===== src/rtl/lps_pkg.sv =====
package lps_pkg;
  typedef enum logic [3:0] {
    PS_RUN       = 4'd0,
    PS_HALT      = 4'd1,
    PS_DEEP      = 4'd2,
    PS_SGNT      = 4'd3,
    PS_HALT_SNP  = 4'd4,
    PS_DEEP_SNP  = 4'd5,
    PS_SGNT_SNP  = 4'd6,
    PS_DEEP_IN   = 4'd7,
    PS_DEEP_OUT  = 4'd8,
    PS_SGNT_WAIT = 4'd9
  } pstate_t;

  localparam int NUM_LATCHED = 4;

  function automatic logic is_low_power(pstate_t s);
    return (s == PS_HALT) || (s == PS_DEEP) || (s == PS_SGNT) ||
           (s == PS_HALT_SNP) || (s == PS_DEEP_SNP) || (s == PS_SGNT_SNP);
  endfunction

  function automatic logic is_stopped(pstate_t s);
    return (s == PS_SGNT_WAIT) || (s == PS_SGNT) || (s == PS_SGNT_SNP);
  endfunction
endpackage


===== src/rtl/lps_all_halted.sv =====
module lps_all_halted #(
  parameter int NCORES = 4
) (
  input  logic [NCORES-1:0] halted,
  output logic              all_halted
);
  logic [NCORES:0] chain;
  assign chain[0] = 1'b1;
  for (genvar i = 0; i < NCORES; i++) begin : g_and
    assign chain[i+1] = chain[i] & halted[i];
  end
  assign all_halted = chain[NCORES];
endmodule


===== src/rtl/lps_sg_timer.sv =====
module lps_sg_timer #(
  parameter int DELAY = 20
) (
  input  logic clk,
  input  logic rst,
  input  logic load,
  output logic expire
);
  localparam int W = $clog2(DELAY + 1);
  localparam logic [W-1:0] LOAD_V = W'(DELAY);

  logic [W-1:0] cnt;

  always_ff @(posedge clk) begin
    if (rst)               cnt <= '0;
    else if (load)         cnt <= LOAD_V;
    else if (cnt != '0)    cnt <= cnt - 1'b1;
  end

  assign expire = (cnt == W'(1));

  assert_count_down_R6: assert property (@(posedge clk) disable iff (rst)
    (!load && cnt != '0) |=> (cnt == $past(cnt) - 1'b1));
endmodule


===== src/rtl/lps_evt_latch.sv =====
module lps_evt_latch #(
  parameter int N = 4
) (
  input  logic         clk,
  input  logic         rst,
  input  logic         capture_en,
  input  logic [N-1:0] evt,
  input  logic         fire,
  output logic         any_pending,
  output logic [N-1:0] replay
);
  logic [N-1:0] pend_q;
  logic [N-1:0] captured;

  for (genvar i = 0; i < N; i++) begin : g_evt
    assign captured[i] = pend_q[i] | (capture_en & evt[i]);
    always_ff @(posedge clk) begin
      if (rst) begin
        pend_q[i] <= 1'b0;
        replay[i] <= 1'b0;
      end else if (fire) begin
        pend_q[i] <= 1'b0;
        replay[i] <= captured[i];
      end else begin
        pend_q[i] <= captured[i];
        replay[i] <= 1'b0;
      end
    end
  end

  assign any_pending = |captured;

  assert_replay_once_R9: assert property (@(posedge clk) disable iff (rst)
    (|replay) |=> (replay == '0));
endmodule


===== src/rtl/lps_ctrl.sv =====
module lps_ctrl #(
  parameter int NCORES   = 4,
  parameter int SG_DELAY = 20
) (
  input  logic              clk,
  input  logic              rst,
  input  logic [NCORES-1:0] core_halted,
  input  logic              deep_en,
  input  logic              stpclk_n,
  input  logic              snoop_hit,
  input  logic              snoop_done,
  input  logic              proc_reset,
  input  logic              brk_smi,
  input  logic              brk_init,
  input  logic              brk_nmi,
  input  logic              brk_intr,
  input  logic              brk_bus,
  input  logic              sg_ack_rsp,
  input  logic              oppt_lower_done,
  input  logic              oppt_restore_done,
  output logic [3:0]        state,
  output logic              sg_ack_req,
  output logic              psi_n,
  output logic              oppt_lower_req,
  output logic              oppt_restore_req,
  output logic [3:0]        replay
);
  import lps_pkg::*;

  pstate_t cur, nxt, ret_q;
  logic    all_halted, sg_expire, any_pending, wake, fire;
  logic [NUM_LATCHED-1:0] evt_vec;

  lps_all_halted #(.NCORES(NCORES)) u_halt (
    .halted(core_halted), .all_halted(all_halted));

  lps_sg_timer #(.DELAY(SG_DELAY)) u_timer (
    .clk(clk), .rst(rst),
    .load(sg_ack_rsp && cur == PS_SGNT_WAIT),
    .expire(sg_expire));

  assign evt_vec = {brk_intr, brk_nmi, brk_init, brk_smi};
  assign fire    = (nxt == PS_RUN) && (cur != PS_RUN);

  lps_evt_latch #(.N(NUM_LATCHED)) u_latch (
    .clk(clk), .rst(rst), .capture_en(is_stopped(cur)), .evt(evt_vec),
    .fire(fire), .any_pending(any_pending), .replay(replay));

  assign wake = brk_smi | brk_init | brk_nmi | brk_intr | brk_bus | proc_reset;

  always_comb begin
    nxt = cur;
    unique case (cur)
      PS_RUN: begin
        if (!stpclk_n)       nxt = PS_SGNT_WAIT;
        else if (all_halted) nxt = deep_en ? PS_DEEP_IN : PS_HALT;
      end
      PS_HALT: begin
        if (wake)            nxt = PS_RUN;
        else if (!stpclk_n)  nxt = PS_SGNT_WAIT;
        else if (snoop_hit)  nxt = PS_HALT_SNP;
      end
      PS_DEEP: begin
        if (wake)            nxt = PS_DEEP_OUT;
        else if (!stpclk_n)  nxt = PS_SGNT_WAIT;
        else if (snoop_hit)  nxt = PS_DEEP_SNP;
      end
      PS_DEEP_IN:   if (oppt_lower_done)   nxt = PS_DEEP;
      PS_DEEP_OUT:  if (oppt_restore_done) nxt = PS_RUN;
      PS_SGNT_WAIT: if (sg_expire)         nxt = PS_SGNT;
      PS_SGNT: begin
        if (stpclk_n) begin
          case (ret_q)
            PS_HALT: nxt = any_pending ? PS_RUN : PS_HALT;
            PS_DEEP: nxt = any_pending ? PS_DEEP_OUT : PS_DEEP;
            default: nxt = PS_RUN;
          endcase
        end else if (snoop_hit) begin
          nxt = PS_SGNT_SNP;
        end
      end
      PS_HALT_SNP:  if (snoop_done) nxt = PS_HALT;
      PS_DEEP_SNP:  if (snoop_done) nxt = PS_DEEP;
      PS_SGNT_SNP:  if (snoop_done) nxt = PS_SGNT;
      default:      nxt = PS_RUN;
    endcase
  end

  always_ff @(posedge clk) begin
    if (rst) begin
      cur              <= PS_RUN;
      ret_q            <= PS_RUN;
      sg_ack_req       <= 1'b0;
      psi_n            <= 1'b1;
      oppt_lower_req   <= 1'b0;
      oppt_restore_req <= 1'b0;
    end else begin
      cur              <= nxt;
      if (nxt == PS_SGNT_WAIT && cur != PS_SGNT_WAIT) ret_q <= cur;
      sg_ack_req       <= (nxt == PS_SGNT_WAIT) && (cur != PS_SGNT_WAIT);
      psi_n            <= !is_low_power(nxt);
      oppt_lower_req   <= (nxt == PS_DEEP_IN);
      oppt_restore_req <= (nxt == PS_DEEP_OUT);
    end
  end

  assign state = cur;

  assert_partial_halt_R2: assert property (@(posedge clk) disable iff (rst)
    (cur == PS_RUN && stpclk_n && !(&core_halted)) |=> (state == 4'd0));
  assert_deep_entry_waits_R3: assert property (@(posedge clk) disable iff (rst)
    (cur == PS_DEEP_IN && !oppt_lower_done) |=> (state == 4'd7 && oppt_lower_req));
  assert_ack_single_R5: assert property (@(posedge clk) disable iff (rst)
    sg_ack_req |=> !sg_ack_req);
  assert_reset_in_sgnt_R8: assert property (@(posedge clk) disable iff (rst)
    (cur == PS_SGNT && !stpclk_n && !snoop_hit) |=> (state == 4'd3));
  assert_snoop_return_R11: assert property (@(posedge clk) disable iff (rst)
    (cur == PS_HALT_SNP && snoop_done) |=> (state == 4'd1));
  assert_deep_snoop_low_R13: assert property (@(posedge clk) disable iff (rst)
    (state == 4'd5) |-> (!psi_n && !oppt_restore_req));
endmodule


===== config.mk =====
export PLATFORM = sky130hd
export DESIGN_NAME = lps_ctrl
export DESIGN_NICKNAME = d
export VERILOG_FILES = /design/src/rtl/lps_pkg.sv /design/src/rtl/lps_all_halted.sv /design/src/rtl/lps_sg_timer.sv /design/src/rtl/lps_evt_latch.sv /design/src/rtl/lps_ctrl.sv
export SDC_FILE = /design/constraint.sdc
export NUM_CORES = 1
export LEC_CHECK = 0
export BUFFER_PORTS_ARGS = -buffer_cell sky130_fd_sc_hd__buf_2
export CORE_MARGIN = 5
export CORE_UTILIZATION = 50
export CTS_BUF_LIST = sky130_fd_sc_hd__clkbuf_8
export DETAILED_ROUTE_END_ITERATION = 16
export PLACE_DENSITY = 0.84
export SYNTH_ARGS = -nofsm -noshare
export SYNTH_HDL_FRONTEND = slang
export SYNTH_SLANG_ARGS = --single-unit

===== constraint.sdc =====
create_clock -name clk -period 2.4 [get_ports clk]
set_input_delay 0.12 -clock clk [delete_from_list [all_inputs] [get_ports clk]]
set_output_delay 0.12 -clock clk [all_outputs]
set_load 0.005 [all_outputs]

# Yosys cells after proc, flatten, opt, wreduce, memory -nomap -nowiden
# Cells that the tools add are included.
# classes
add_sub_neg,1
mul,0
n_div,0
magnitude_cmp,0
eq_ne,22
shifts,0
mux,23
bitwise,17
n_reduce_logical,20
# op_table
op,n
two-way mux 4 bit,17
one-hot mux 4 bit (10 select lines),1
"equality test 4 x 3 -> 1 bit, second input constant",8
"equality test 4 x 2 -> 1 bit, second input constant",5
"equality test 4 bit, second input constant",4
"equality test 4 x 1 -> 1 bit, second input constant",3
two-way mux 5 bit,2
bitwise OR 1 bit,9
zero test 4 bit,2
one-hot mux 4 bit (2 select lines),1
bitwise AND 1 bit,7
logical OR 1 bit,7
OR reduction 2 bit,3
"equality test 5 x 1 -> 1 bit, second input constant",1
nonzero test 5 bit,1
"subtractor 5 x 1 -> 5 bit, second input constant",1
"!= test 4 bit, second input constant",1
nonzero test 4 bit,1
OR reduction 4 bit,1
logical AND 1 bit,3
two-way mux 3 bit,1
nonzero test 2 bit,1
zero test 1 bit,1
two-way mux 1 bit,1
NOT 1 bit,1
# word_totals
regBits,25
latchBits,0
mem_bits_rw,0
rom_bits,0
inputBits,19
output_inout_bits,12
word_cells,99
mem_count,0

# Longest topological paths before layout
# Gate-level depths: netlist of run 1.
# logic_depth
depth_word,17
depth_mapped,8
depth_no_buf,7

# Modules after synthesis
# A second synthesis of run 1 with hierarchy kept.
# hier_totals
cells_unflattened,158
area_unflattened_um2,1332.5
# modules_own_cells
mod,n_inst,cells_per_inst,area_per_inst_um2,seq_area_each_um2
lps_ctrl,1,107,825.8,240.2
lps_sg_timer,1,26,250.2,100.1
lps_evt_latch,1,24,247.7,160.2
lps_all_halted,1,1,8.8,0.0

# Worst setup path after synthesis of run 1
# OpenSTA, ideal clock, no wires.
# synth_path
kind,input to register
from,input port brk_smi
to,register u_latch.pend_q[0]
setup_time_ns,0.121
arrival_time_ns,2.018
t_required_ns,2.279
path_slack_ns,0.261
stages,7
path_cell_list,or4_1 > buf_2 > o311a_1 > a311o_1 > a211oi_4 > and3_2 > a21oi_1
# synth_via
elab_chain_cells,10
word_cells_on_any_way,18
classes_between,7 x mux; 7 x bitwise; 4 x reduce/logical
# synth_rtl
element,line,rtl
"start, declared",lps_ctrl.sv:13,"input logic brk_smi,"
bitwise AND 1 bit or bitwise OR 1 bit (tied branches),"lps_evt_latch.sv:16, lps_ctrl.sv:49",
"bitwise OR 1 bit, on equally long branches","lps_evt_latch.sv:16, lps_ctrl.sv:49",
OR reduction 4 bit or bitwise OR 1 bit (tied branches),"lps_evt_latch.sv:31, lps_ctrl.sv:49",
"two-way mux 1 bit, or another cell as far along",lps_ctrl.sv:74,PS_HALT: nxt = any_pending ? PS_RUN : PS_HALT;
one-hot mux 4 bit (2 select lines) or bitwise OR 1 bit (tied branches),"lps_ctrl.sv:73, lps_ctrl.sv:49",
"two-way mux 4 bit, on equally long branches","lps_ctrl.sv:72, lps_ctrl.sv:59, lps_ctrl.sv:64",
one-hot mux 4 bit (10 select lines),lps_ctrl.sv:53,unique case (cur)
zero test 4 bit,lps_ctrl.sv:43,assign fire = (nxt == PS_RUN) && (cur != PS_RUN);
logical AND 1 bit,lps_ctrl.sv:43,
OR reduction 2 bit (no line),-,
"end signal, assigned by index",lps_evt_latch.sv:25,pend_q[i] <= captured[i];
"end, declared",lps_evt_latch.sv:12,logic [N-1:0] pend_q;
# Several ways; a longest one is shown, not always the timed one.
# A chain may end at the register's enable or synchronous reset.

# Worst setup path in the final report of run 1
# layout_path
from,register cur[3] (netlist: state[3])
to,register u_latch.pend_q[3]
# layout_via
elab_chain_cells,13
word_cells_on_any_way,45
classes_between,9 x eq/ne; 20 x mux; 8 x bitwise; 8 x reduce/logical
# layout_rtl
element,line,rtl
"start, declared",lps_ctrl.sv:30,"pstate_t cur, nxt, ret_q;"
"start signal, assigned",lps_ctrl.sv:98,cur <= nxt;
equality test 4 bit or equality test 4 x 2 -> 1 bit (tied branches),"lps_pkg.sv:23, lps_ctrl.sv:53",
logical OR 1 bit (2 in series),lps_pkg.sv:23,return (s == PS_SGNT_WAIT) || (s == PS_SGNT) || (s == PS_SGNT_SNP);
bitwise AND 1 bit,lps_evt_latch.sv:16,assign captured[i] = pend_q[i] | (capture_en & evt[i]);
bitwise OR 1 bit,lps_evt_latch.sv:16,
OR reduction 4 bit,lps_evt_latch.sv:31,assign any_pending = |captured;
two-way mux 1 bit or two-way mux 4 bit (tied branches),"lps_ctrl.sv:74, lps_ctrl.sv:75",
one-hot mux 4 bit (2 select lines),lps_ctrl.sv:73,case (ret_q)
two-way mux 4 bit,lps_ctrl.sv:72,if (stpclk_n) begin
one-hot mux 4 bit (10 select lines),lps_ctrl.sv:53,
zero test 4 bit,lps_ctrl.sv:43,
logical AND 1 bit,lps_ctrl.sv:43,
OR reduction 2 bit (no line),-,
# Several ways; a longest one is shown, not always the timed one.

==> results, run 1 <==
- The number of synthesized flops with an enable pin is 0.
- Routability-driven placement finished with a final weighted congestion of 0.877.
- In the final layout, the multi-input gates occupy 836 sq um.
- Summed over all cells, the static leakage comes to 0.000684 uW.
- For this run, the register share of the synthesized area comes to 35.4%.
- The clock net sink count is 25.
- The detailed router placed 1,325 vias in this run.
- The startpoint of the tightest hold check path is sg_ack_rsp.
- Once layout is complete, the utilization of the core stands at 60.1%.
- Registers are responsible for 44.3% of the overall power.
- Tracing the worst setup path back leads to its startpoint at state[3]$_SDFF_PP0_.
- The worst path uses 93.6% of the clock period.
- The number of setup violations in the final report is 0.
- The largest voltage drop on the vdd net is 0.651 mV.
- The commonest register cell after synthesis is sky130_fd_sc_hd__dfxtp_1.
- The biggest area contributor in the post-synthesis netlist is sky130_fd_sc_hd__dfxtp_1.
- The number of antenna violations at the first check in global routing came to 0.
- The highest cell delay on the worst timing path is 670 ps.
- The worst pin sits at a relative slew slack of 67.1%.
- The antenna cell count is 0.
- The total die area is 0.00399 sq mm.
- The actual transition at the worst max-transition pin is 490 ps.
- Ranked by total cell area, the synthesized netlist is headed by sky130_fd_sc_hd__dfxtp_1 35%, sky130_fd_sc_hd__nor3_1 5.0%, sky130_fd_sc_hd__a21oi_1 4.2%, sky130_fd_sc_hd__nor2_1 3.7%, sky130_fd_sc_hd__ha_1 2.7%.
- The DRC violations left is 0.
- In this run switching power makes up 34.2% of total power.
- The first detailed-routing pass ran for 4 iterations.
- Subtracting the final worst setup slack from the clock period gives 2250 ps.
- Setup total negative slack on the finished layout was measured at 0 ps.
- The fraction of final layout cells with drive strength greater than 1 is 29.4%.
- The largest driver fanout on the critical path is 8.
- The reported net switching power is 396 uW.
- The maximum buffer depth of the clock tree is 2.
- The number of storage elements in the synthesis netlist is 25.
- In this run the power density over the cells is 704 mW/mm^2.
- Setup repair after global routing left no endpoint under its margin.
- The filler cells instantiated in the layout total 261.
- The largest net degree at the start of global routing is 20.
- The total internal power is 760 uW.
- The die is 63.2 um wide.
- The post-route cell area is 0.00164 sq mm.
- The flow ran to the end, and the final reports show no timing, DRC or antenna violations.
- Counting flops with an async set or reset pin after synthesis yields a share of 0%.
- In the synthesized netlist, the cells that appear most often are 25 x sky130_fd_sc_hd__dfxtp_1, 14 x sky130_fd_sc_hd__nor2_1, 14 x sky130_fd_sc_hd__nor3_1.
- For this run the aggregate overflow at the end of global routing stands at 0.
- TritonCTS built the clock tree.
- The clock power share is 20.7%.
- 31 I/O pins were placed.
- The footprint of the flip-flops and latches is 502 sq um.
- Between clock sinks in the finished design, the worst skew comes to 3.38 ps.
- The per-cell via count in the routed design is 5.81.
- The worst setup path is of the register to register kind.
- The first global-routing pass estimated 5.68 mm of wire.
- The cell area after synthesis is 0.00142 sq mm.
- A synthesized cell averages 8.58 sq um.
- Once the floorplan was initialized, standard cells occupied 51.8% of the core.
- The most instantiated library cell after synthesis is sky130_fd_sc_hd__dfxtp_1.
- The area growth from synthesis to layout is 16.1%.
- The total number of yosys warnings is 0.
- The final layout contains routed wiring with a total length of 3.32 mm.
- The critical path goes through buf_4 > or4b_2 > nor4_1 > nor3_1 > o311a_1 > and3_1 > a21oi_1.
- The maximum clock frequency is 445 MHz.
- The number of slew-limit violations in the final report is 0.
- The final count of hold timing violations was 0.
- CTS placed an instance of sky130_fd_sc_hd__clkbuf_8 at the clock tree root.
- The clock latency of the later-clocked register in the worst-skew pair is 270 ps.
- After detailed placement, the total cell area comes to 0.00159 sq mm.
- The worst hold path belongs to the class primary input to register.
- The clock-pin slew of the registers on the worst-case setup and hold paths is 80 ps.
- The number of global-route vias before repair came to 1,240.
- In this run the remaining antenna-violating nets after routing total 0.
- After synthesis, the netlist uses 52 different library cells.
- The tool flagged a number of max-cap violations equal to 0.
- The startpoint of the lowest-slack register-to-register path is state[3]$_SDFF_PP0_.
- STA classifies the critical path endpoint as a register.
- The number of hold buffers added after CTS is 0.
- The worst setup path is launched from a register.
- The die is 63.2 um tall.
- The all-layer global routing usage is 17.4%.
- The total nets after synthesis is 187.
- The first routing iteration left 95 violations.
- The post-synthesis cell count is 165.
- The row count is 19.
- The top-area cell type share of the netlist area is 35.4%.
- The endpoint required time on the critical path is 2600 ps.
- The HPWL reported at the end of detailed placement is 2.55 mm.
- The placeable core region is 0.00273 sq mm.
- In this run the number of H-tree levels came out at 1.
- The clock buffer count from CTS is 3.
- The average wire length per cell after detail routing is 14.5 um.
- The count of input and output buffers is 30.
- The arrival time of the worst setup path is 2450 ps.
- The cell with the largest stage delay on the worst path is sky130_fd_sc_hd__or4b_2.
- The final-stage net count is 220.
- In this run, the combinational gates consume 35.0% of the power.
## metal layers
layer / GRT usage (%) / vias up / wire length (um)
met3: 3.02 / 5 / 152
li1: - / 670 / -
met4: 7.01 / 0 / 52
met1: 23.2 / 622 / 1540
met5: 0 / - / 0
met2: 27.6 / 28 / 1570
## cell usage in the layout (no fill, tap or decap), drive strengths merged, types with 2 or more instances in the layout
master,n
and3,4
a31oi,2
ha,3
a21oi,12
or3b,2
nor3,14
nor2,14
xor2,2
mux2,2
inv,6
nand2,10
or2,4
o21a,2
or4b,2
o311a,2
nand2b,5
or4,3
nand3b,2
nand4,2
clkbuf,3
and2,2
a21o,3
a211oi,5
nand3,3
buf,37
nor4,6
nor3b,2
dfxtp,25
nor2b,3
## area by class of cell
| type | count | share of cell area, % |
|---|---|---|
| clock buffers | 3 | 2.51 |
| repair buffers | 37 | 12.3 |
| flip-flops and latches | 25 | 30.5 |
| multi-input cells | 126 | 50.9 |
| well taps | 31 | 2.36 |
| clock inverters | 1 | 0.228 |
| inverters | 5 | 1.14 |
## per-stage QoR
step | instances | hold slack, ps | total power, uW | worst slack (ps)
after floorplan | 165 | 301 | 821 | 261
after detailed placement | 224 | 430 | 917 | 104
after global placement | 224 | 423 | 902 | 147
final | 228 | 140 | 1160 | 153
after CTS | 228 | 140 | 1160 | 144
after global routing | 228 | 136 | 1260 | 56.4
## state kept, by name (all words and copies together) (netlist names)
name,flops
ret_q,4
oppt_restore_req,1
oppt_lower_req,1
u_latch.replay,4
psi_n,1
u_latch.pend_q,4
state,4
u_timer.cnt,5
sg_ack_req,1
## logic make-up (layout without fill, tap and decap cells)
family	after synthesis	after routing	share of synthesized area, %
simple gates	83	83	33.9
flops	25	25	35.4
compound gates	34	34	17.9
fa+ha+maj	3	3	2.65
buf+inv	14	46	6.01
mux	3	3	2.30
xor+xnor	3	3	1.86
## critical path, delay by kind of cell (launching register included)
kind / cells / cell delay, ps
AO/OA/AOI/OAI: 2 / 320
buffers and inverters: 1 / 170
flip-flops: 1 / 350
AND/OR/NAND/NOR: 4 / 1350
## final timing paths
check | to | slack, ps | depth (start not counted)
setup / recovery | u_latch.pend_q[3]$_SDFF_PP0_ | 150 | 7
hold / removal | u_timer.cnt[4]$_SDFFE_PP0P_ | 140 | 3
setup reg to reg | u_latch.pend_q[3]$_SDFF_PP0_ | 150 | 7
hold reg to reg | ret_q[2]$_SDFFE_PP0P_ | 490 | 1
## power by group through the flow
stage	logic [uW]	registers (uW)	clock network [uW]
after floorplan	314	507	0
after global placement	384	518	0
after detailed placement	397	520	0
after CTS	406	511	245
after global routing	460	518	281
final	404	512	240
## repair_timing
item                                    in CTS  in global routing
setup buffers                                0                  0
endpoints found under the setup margin       0                  4
gates resized for setup                      0                  2
(Power assumes the default switching activity.)
==> run 2, diff against run 1 <==
--- a/config.mk
+++ b/config.mk
@@ -9,8 +9,10 @@
 export CORE_MARGIN = 5
 export CORE_UTILIZATION = 50
 export CTS_BUF_LIST = sky130_fd_sc_hd__clkbuf_8
+export CTS_CLUSTER_SIZE = 25
 export DETAILED_ROUTE_END_ITERATION = 16
-export PLACE_DENSITY = 0.84
+export PLACE_DENSITY = 0.85
 export SYNTH_ARGS = -nofsm -noshare
 export SYNTH_HDL_FRONTEND = slang
+export SYNTH_HIERARCHICAL = 1
 export SYNTH_SLANG_ARGS = --single-unit
==> results, run 2 <==
- The run finished with clean final reports.
- The number of synthesized flops with an enable pin is 0 (unchanged).
- The number of slew-limit violations in the final report came to 0 (unchanged).
- The commonest register cell after synthesis is sky130_fd_sc_hd__dfxtp_1.
- The switching power share of the total is 32.7% (-1.5 points).
- The width of the chip is 61.6 um (-2.5%).
- The total internal power is 737 uW (-3.1%).
- The final-stage net count was 217 (-1.4%).
- The final count of hold timing violations is 0 (unchanged).
- The total die area is 0.00380 sq mm (-4.9%).
- The overflow left after global routing is 0 (unchanged).
- The number of setup violations in the final report was 0 (unchanged).
- The share of synthesized area occupied by flip-flops and latches was 37.6% (+2.2 points).
- The setup slack of the critical path after layout is 130 ps (-23.1 ps).
- The number of storage elements in the synthesis netlist was 25 (unchanged).
- The share of async-settable or async-resettable flops after synthesis came to 0% (unchanged).
- The portion of the clock cycle consumed by the worst path in the final layout is 94.6% (+0.96 points).
- The arrival time of the worst setup path was 2430 ps (-20 ps).
- The worst slew margin relative to its limit was 70.7% (+3.7 points).
- The die span in y came to 61.6 um (-2.5%).
- The cell area after synthesis was 0.00133 sq mm (-5.8%).
- The HPWL reported at the end of detailed placement is 2.65 mm (+4.0%).
- The number of antenna violations at the first check in global routing was 0 (unchanged).
- The DRC violations left is 0 (unchanged).
- Among all cell types in the netlist, the one instantiated most often is sky130_fd_sc_hd__dfxtp_1.
- The via count of the routed design was 1,403 (+5.9%).
- The largest driver fanout on the critical path is 4 (-4).
- The top-area cell type share of the netlist area is 37.6% (+2.2 points).
- The maximum buffer depth of the clock tree is 2 (unchanged).
- The leakage power is 0.000682 uW (-0.17%).
- The clock latency of the later-clocked register in the worst-skew pair is 270 ps (about the same).
- The per-cell via count in the routed design is 6.24 (+7.3%).
- The largest voltage drop on the vdd net came to 0.499 mV (-23%).
- The power density relative to cell area came to 668 mW/mm^2 (-5.1%).
- The worst hold path belongs to the class primary input to register.
- Leaving out fill and tap cells, the most frequent cell in the layout is sky130_fd_sc_hd__buf_2.
- The pre-CTS setup slack was 10.0 ps (-94.1 ps).
- The overall power is 1100 uW (-5.2%).
- STA classifies the critical path endpoint as a register.
- The area growth from synthesis to layout is 23.1%.
- The count of different cell masters after synthesis is 51 (-1.9%).
- The wire length of the first global-routing pass is 5.86 mm (+3.2%).
- The number of inserted filler cells in the final layout is 227 (-13%).
- The number of global-route vias before repair is 1,311 (+5.7%).
- The post-route clock skew is 1.94 ps (-1.44 ps).
- The clock net sink count is 25 (unchanged).
- The actual transition at the worst max-transition pin is 437 ps (-52.9 ps).
- The total number of yosys warnings is 6 (+6).
- The effective utilization at floorplan is 52.8% (+1.1 points).
- The tree is rooted in a sky130_fd_sc_hd__clkbuf_8.
- The count of input and output buffers was 30 (unchanged).
- In the layout the commonest cells are 30 x sky130_fd_sc_hd__buf_2, 23 x sky130_fd_sc_hd__dfxtp_1, 20 x sky130_fd_sc_hd__nor2_1.
- The average wire length per cell after detail routing is 16.3 um (+12%).
- The fraction of power consumed by sequential logic is 45.1% (+0.8 points).
- The final sum of negative setup slack came to 0 ps (unchanged).
- The number of optimization iterations in the first detailed-route pass came to 4 (unchanged).
- Sorting the synthesized cells by how often they occur yields 25 x sky130_fd_sc_hd__dfxtp_1, 21 x sky130_fd_sc_hd__nor2_1, 12 x sky130_fd_sc_hd__nor3_1.
- The register with the most flip-flops is u_timer/cnt.
- The antenna cell count is 0 (unchanged).
- The clock power share is 23.1% (+2.4 points).
- The clock buffer count from CTS is 3 (unchanged).
- The average instance area after synthesis came to 8.43 sq um (-1.7%).
- The clock-pin slew of the registers on the worst-case setup and hold paths is 90 ps (about the same).
- The count of boundary I/O pins is 31 (unchanged).
- The largest total area in the synthesized netlist belongs to sky130_fd_sc_hd__dfxtp_1.
- The post-synthesis cell count is 158 (-4.2%).
- The wire length after detailed routing came to 3.68 mm (+11%).
- The total nets after synthesis is 179 (-4.3%).
- The all-layer global routing usage came to 20.8% (+3.5 points).
- The critical path is of the register to register type.
- The share of power burned in combinational logic is 31.8% (-3.2 points).
- The placer's final routability congestion estimate is 0.984 (+12%).
- The residual antenna-violating net count after detailed routing is 0 (unchanged).
- The flip-flop count of the largest register, all copies and words added was 5 (unchanged).
- TritonCTS built the clock tree.
- The placeable core region came to 0.00252 sq mm (-7.7%).
- Sorting the synthesized cells by area gives the leading types as sky130_fd_sc_hd__dfxtp_1 38%, sky130_fd_sc_hd__nor2_1 5.9%, sky130_fd_sc_hd__nor3_1 4.5%, sky130_fd_sc_hd__a21oi_1 4.1%, sky130_fd_sc_hd__nor2b_1 2.3%.
- The final period demand of the worst path is 2270 ps (+23.1 ps).
- The largest net degree at the start of global routing is 21 (+5.0%).
- The number of violations reported at the end of detailed-routing iteration 0 came to 110 (+16%).
- The reported net switching power was 359 uW (-9.4%).
- The endpoint required time on the critical path came to 2560 ps (-40 ps).
- The number of hold buffers added after CTS was 0 (unchanged).
- The number of max-capacitance violations reported is 0 (unchanged).
- The type of element launching the critical path is a register.
- The maximum clock frequency was 441 MHz (-1.0%).
- The row count came to 18 (-1).
- The fraction of final layout cells with drive strength greater than 1 was 31.8% (+2.4 points).
- The number of H-tree branching levels is 1 (unchanged).
==> run 2: changes by cell type after synthesis, moves of 3 or more <==
cell,change
sky130_fd_sc_hd__o21ai_0,+3
sky130_fd_sc_hd__or4_1,-3
sky130_fd_sc_hd__inv_1,+3
sky130_fd_sc_hd__or2_2,-4
sky130_fd_sc_hd__nor4_1,-5
sky130_fd_sc_hd__buf_2,+3
sky130_fd_sc_hd__nor2_1,+7
sky130_fd_sc_hd__nand2_1,-3
==> run 2: what timing repair did <==
action / 4_1_cts / 5_1_grt
pin swaps: 0 / 7
endpoints found under the setup margin: 1 / 14
resized for setup: 1 / 8
setup buffers: 0 / 3
==> run 2: through the flow <==
stage               utilization, %  instances  hold WS (ps)  cell area (sq um)
global route                  65.0        225           179               1640
CTS                           63.5        222           159               1600
floorplan                        -        158           189               1340
detailed placement            61.4        218           442               1550
finish                        65.0        225           166               1640
global placement              61.4        218           433               1550
==> run 2: kinds of logic (layout without fill, tap and decap cells) <==
family | after synthesis | count (layout) | share of synthesized area, %
AND/OR/NAND/NOR | 74 | 74 | 31.7
AO/OA/AOI/OAI | 39 | 39 | 21.8
flip-flops | 25 | 25 | 37.6
buffers and inverters | 14 | 51 | 4.32
XOR/XNOR | 3 | 3 | 1.97
adder cells (fa/ha/maj) | 2 | 2 | 1.88
multiplexers | 1 | 1 | 0.751
==> run 2: metal layers <==
layer  part of all wire [%]  up-vias  global-route usage (%)
li1                       -      648                       -
met1                     41      665                    25.6
met2                     47       81                    34.2
met3                     10        9                    4.61
met4                    2.1        0                    10.3
met5                      0        -                       0
==> run 2: power groups by stage <==
| stage | Combinational [uW] | Clock (uW) | Sequential (uW) |
|---|---|---|---|
| floorplan | 249 | 0 | 492 |
| global placement | 316 | 0 | 497 |
| detailed placement | 336 | 0 | 501 |
| CTS | 342 | 257 | 492 |
| global route | 382 | 277 | 500 |
| finish | 349 | 253 | 494 |
==> run 2: layout make-up <==
type	instances	area, sq um	area share (%)
Clock buffer	3	41.3	2.52
Clock inverter	1	7.51	0.458
Inverter	8	30.0	1.83
Multi-Input combinational cell	119	798	48.7
Sequential cell	25	508	31.0
Tap cell	30	37.5	2.29
Timing Repair Buffer	39	218	13.3
==> run 2: worst max-delay path: stages, from the launching register on <==
cell and delay, ps:
sky130_fd_sc_hd__dfxtp_4 370, sky130_fd_sc_hd__xor2_1 160, sky130_fd_sc_hd__a32o_2 300, sky130_fd_sc_hd__o41ai_2 50, sky130_fd_sc_hd__nand2_1 130, sky130_fd_sc_hd__nand4_1 130
sky130_fd_sc_hd__o221ai_1 150, sky130_fd_sc_hd__nor3b_2 280, sky130_fd_sc_hd__nor2_1 120, sky130_fd_sc_hd__a21o_1 170, sky130_fd_sc_hd__a211o_1 300
==> run 2: path summary, 6_finish.rpt <==
check | startpoint | slack (ps) | endpoint | cells after the start
worst max-delay path | state[3]$_SDFF_PP0_ | 130 | psi_n$_SDFF_PP1_ | 10
worst min-delay path | oppt_restore_done | 170 | sg_ack_req$_SDFF_PP0_ | 4
worst max register to register | state[3]$_SDFF_PP0_ | 130 | psi_n$_SDFF_PP1_ | 10
worst min register to register | ret_q[2]$_SDFFE_PP0P_ | 490 | ret_q[2]$_SDFFE_PP0P_ | 1
==> run 3, diff against run 2 <==
--- a/config.mk
+++ b/config.mk
@@ -7,11 +7,11 @@
 export LEC_CHECK = 0
 export BUFFER_PORTS_ARGS = -buffer_cell sky130_fd_sc_hd__buf_2
 export CORE_MARGIN = 5
-export CORE_UTILIZATION = 50
+export CORE_UTILIZATION = 40
 export CTS_BUF_LIST = sky130_fd_sc_hd__clkbuf_8
 export CTS_CLUSTER_SIZE = 25
 export DETAILED_ROUTE_END_ITERATION = 16
-export PLACE_DENSITY = 0.85
+export PLACE_DENSITY = 0.72
 export SYNTH_ARGS = -nofsm -noshare
 export SYNTH_HDL_FRONTEND = slang
 export SYNTH_HIERARCHICAL = 1
==> results, run 3 (same netlist as run 2, synthesis figures left out) <==
- The length in cells of the worst reg-to-reg path is 11 (+1).
- The number of violations reported at the end of detailed-routing iteration 0 is 76 (-31%).
- The effective utilization at floorplan is 40.6% (-12 points).
- By startpoint and endpoint, the worst setup path is classified as register to register.
- The overflow left after global routing is 0 (unchanged).
- The average wire length per cell after detail routing is 14.0 um (-14%).
- The clock tree from TritonCTS is done.
- The number of H-tree branching levels came to 1 (unchanged).
- The number of max-capacitance violations reported is 0 (unchanged).
- The clock buffer count from CTS came to 3 (unchanged).
- The DRC violations left was 0 (unchanged).
- On the critical path, the stage with the largest delay is an instance of sky130_fd_sc_hd__dfxtp_1.
- The post-place instance area is 0.00158 sq mm (+2.3%).
- The fraction of final layout cells with drive strength greater than 1 is 28.9% (-2.9 points).
- The worst setup path is launched from a register.
- The overall power is 1090 uW (-0.56%).
- u_timer/cnt holds more flip-flops than any other register.
- The number of slew-limit violations in the final report is 0 (unchanged).
- The wire length of the first global-routing pass came to 5.38 mm (-8.1%).
- Setup repair after global routing left no endpoint under its margin.
- The actual transition at the worst max-transition pin is 473 ps (+35.4 ps).
- The post-route clock skew is 8.22 ps (+6.28 ps).
- The count of boundary I/O pins is 31 (unchanged).
- The pre-CTS setup slack is 151 ps (+141 ps).
- The clock net sink count is 25 (unchanged).
- The flow ran to the end, and the final reports show no timing, DRC or antenna violations.
- The critical path goes through xor2_1 > a32o_2 > o41ai_2 > nand2_1 > nor3b_1 > a31oi_1 > o221a_4 > o211ai_1 > nor3_2 > buf_4 > nor3_1.
- The setup slack of the critical path after layout is 198 ps (+68.0 ps).
- The endpoint required time on the critical path was 2590 ps (+30 ps).
- The commonest non-fill, non-tap cell in the layout is sky130_fd_sc_hd__buf_2.
- The number of setup violations in the final report is 0 (unchanged).
- The worst slew margin relative to its limit is 68.0% (-2.7 points).
- The maximum buffer depth of the clock tree is 2 (unchanged).
- The largest net degree at the start of global routing came to 21 (unchanged).
- The number of inserted filler cells in the final layout is 314 (+38%).
- The largest voltage drop on the vdd net came to 0.349 mV (-30%).
- The placer's final routability congestion estimate came to 0.900 (-8.6%).
- The wire length after detailed routing is 3.36 mm (-8.5%).
- In the layout the commonest cells are 30 x sky130_fd_sc_hd__buf_2, 25 x sky130_fd_sc_hd__dfxtp_1, 21 x sky130_fd_sc_hd__nor2_1.
- The antenna cell count was 0 (unchanged).
- The portion of the clock cycle consumed by the worst path in the final layout is 91.8% (-2.8 points).
- The number of global-route vias before repair came to 1,235 (-5.8%).
- The number of buffers inserted by post-CTS setup repair is 0 (unchanged).
- The layer flagged by global routing as most heavily used is met2.
- The worst hold path belongs to the class primary input to register.
- The row count is 21 (+3).
- The die span in y was 67.7 um (+9.9%).
- The cell depth of the worst min-delay path is 4 (unchanged).
- The width of the chip is 67.7 um (+9.9%).
- The number of hold buffers added after CTS is 0 (unchanged).
- The met2 track demand over resource came to 28.7% (-5.6 points).
- The power density relative to cell area is 665 mW/mm^2 (-0.41%).
- The largest driver fanout on the critical path was 6 (+2).
- The fraction of met3 tracks used by global routing was 4.49% (-0.12 points).
- The total die area was 0.00459 sq mm (+21%).
- The final period demand of the worst path was 2200 ps (-68.0 ps).
- The all-layer global routing usage was 15.8% (-5.0 points).
- The residual antenna-violating net count after detailed routing came to 0 (unchanged).
- The final count of hold timing violations is 0 (unchanged).
- The highest cell delay on the worst timing path is 340 ps (-30 ps).
- The HPWL reported at the end of detailed placement came to 2.59 mm (-2.0%).
- The via count of the routed design is 1,310 (-6.6%).
- The global-route track usage on met1 is 16.6% (-9.0 points).
- The arrival time of the worst setup path was 2400 ps (-30 ps).
- The placeable core region came to 0.00328 sq mm (+30%).
- The leakage power is 0.000679 uW (-0.55%).
- The flip-flop count of the largest register, all copies and words added is 5 (unchanged).
- The clock latency of the later-clocked register in the worst-skew pair was 280 ps (about the same).
- The count of input and output buffers is 30 (unchanged).
- From synthesis to final layout, the design area changed by 22.9%.
- The number of antenna violations at the first check in global routing is 0 (unchanged).
- The post-route cell area is 0.00164 sq mm (-0.15%).
- The capturing element type of the critical path is a register.
- The final-stage net count came to 216 (-0.46%).
- The per-cell via count in the routed design came to 5.46 (-12%).
- The number of optimization iterations in the first detailed-route pass is 4 (unchanged).
- The maximum clock frequency is 454 MHz (+3.1%).
- The tree is rooted in a sky130_fd_sc_hd__clkbuf_8.
- The clock-pin slew of the registers on the worst-case setup and hold paths is 90 ps (about the same).
- The final sum of negative setup slack is 0 ps (unchanged).
## run 3: changes by cell type in the layout (fill, tap and decap cells not counted)
cell                      previous run  this run
sky130_fd_sc_hd__buf_4               9         8
sky130_fd_sc_hd__dfxtp_1            23        25
sky130_fd_sc_hd__dfxtp_4             2         0
sky130_fd_sc_hd__nor2_1             20        21
sky130_fd_sc_hd__nor2_2              1         0
sky130_fd_sc_hd__nor2b_1             3         5
sky130_fd_sc_hd__nor2b_2             2         0
## run 3: cell type report
cell class | count | area, sq um | share of cell area [%]
Inverter | 8 | 30.0 | 1.83
Clock buffer | 3 | 41.3 | 2.52
Clock inverter | 1 | 7.51 | 0.458
Sequential cell | 25 | 500 | 30.6
Timing Repair Buffer | 38 | 210 | 12.8
Tap cell | 46 | 57.6 | 3.51
Multi-Input combinational cell | 119 | 791 | 48.3
## run 3: report_power, final
| group | leakage (uW) | total (uW) | internal, uW | switching (uW) |
|---|---|---|---|---|
| Sequential | 0.000204 | 490 | 455 | 35.1 |
| Clock | 0.0000217 | 260 | 118 | 142 |
| Combinational | 0.000453 | 340 | 164 | 176 |
## run 3: repair_timing
item | CTS | global route
endpoints found under the setup margin | 0 | 9
gates resized for setup | 0 | 2
hold endpoints to repair | 0 | 0
## run 3: per-stage QoR
stage	util, %	std cells	hold WS [ps]
floorplan	-	158	189
global placement	48.2	236	442
detailed placement	48.2	236	440
CTS	49.7	240	137
global route	49.9	240	167
finish	49.9	240	140
## run 3: worst paths after layout
path / from / end / slack [ps]
max: state[1]$_SDFF_PP0_ / u_latch/pend_q[1]$_SDFF_PP0_ / 200
min: oppt_restore_done / sg_ack_req$_SDFF_PP0_ / 140
max reg2reg: state[1]$_SDFF_PP0_ / u_latch/pend_q[1]$_SDFF_PP0_ / 200
min reg2reg: u_latch/pend_q[0]$_SDFF_PP0_ / u_latch/replay[0]$_SDFF_PP0_ / 490
## run 3: routing by layer
layer	vias to the layer above	share of wire, %
met5	-	0
met4	0	3.1
met3	15	5.9
met2	46	51
met1	600	40
li1	649	-
## run 3: critical path, delay by kind of cell, from the launching register on
family          cells  cell delay, ps
compound gates      5             860
xor+xnor            1             170
buf+inv             1             160
flops               1             340
simple gates        4             590
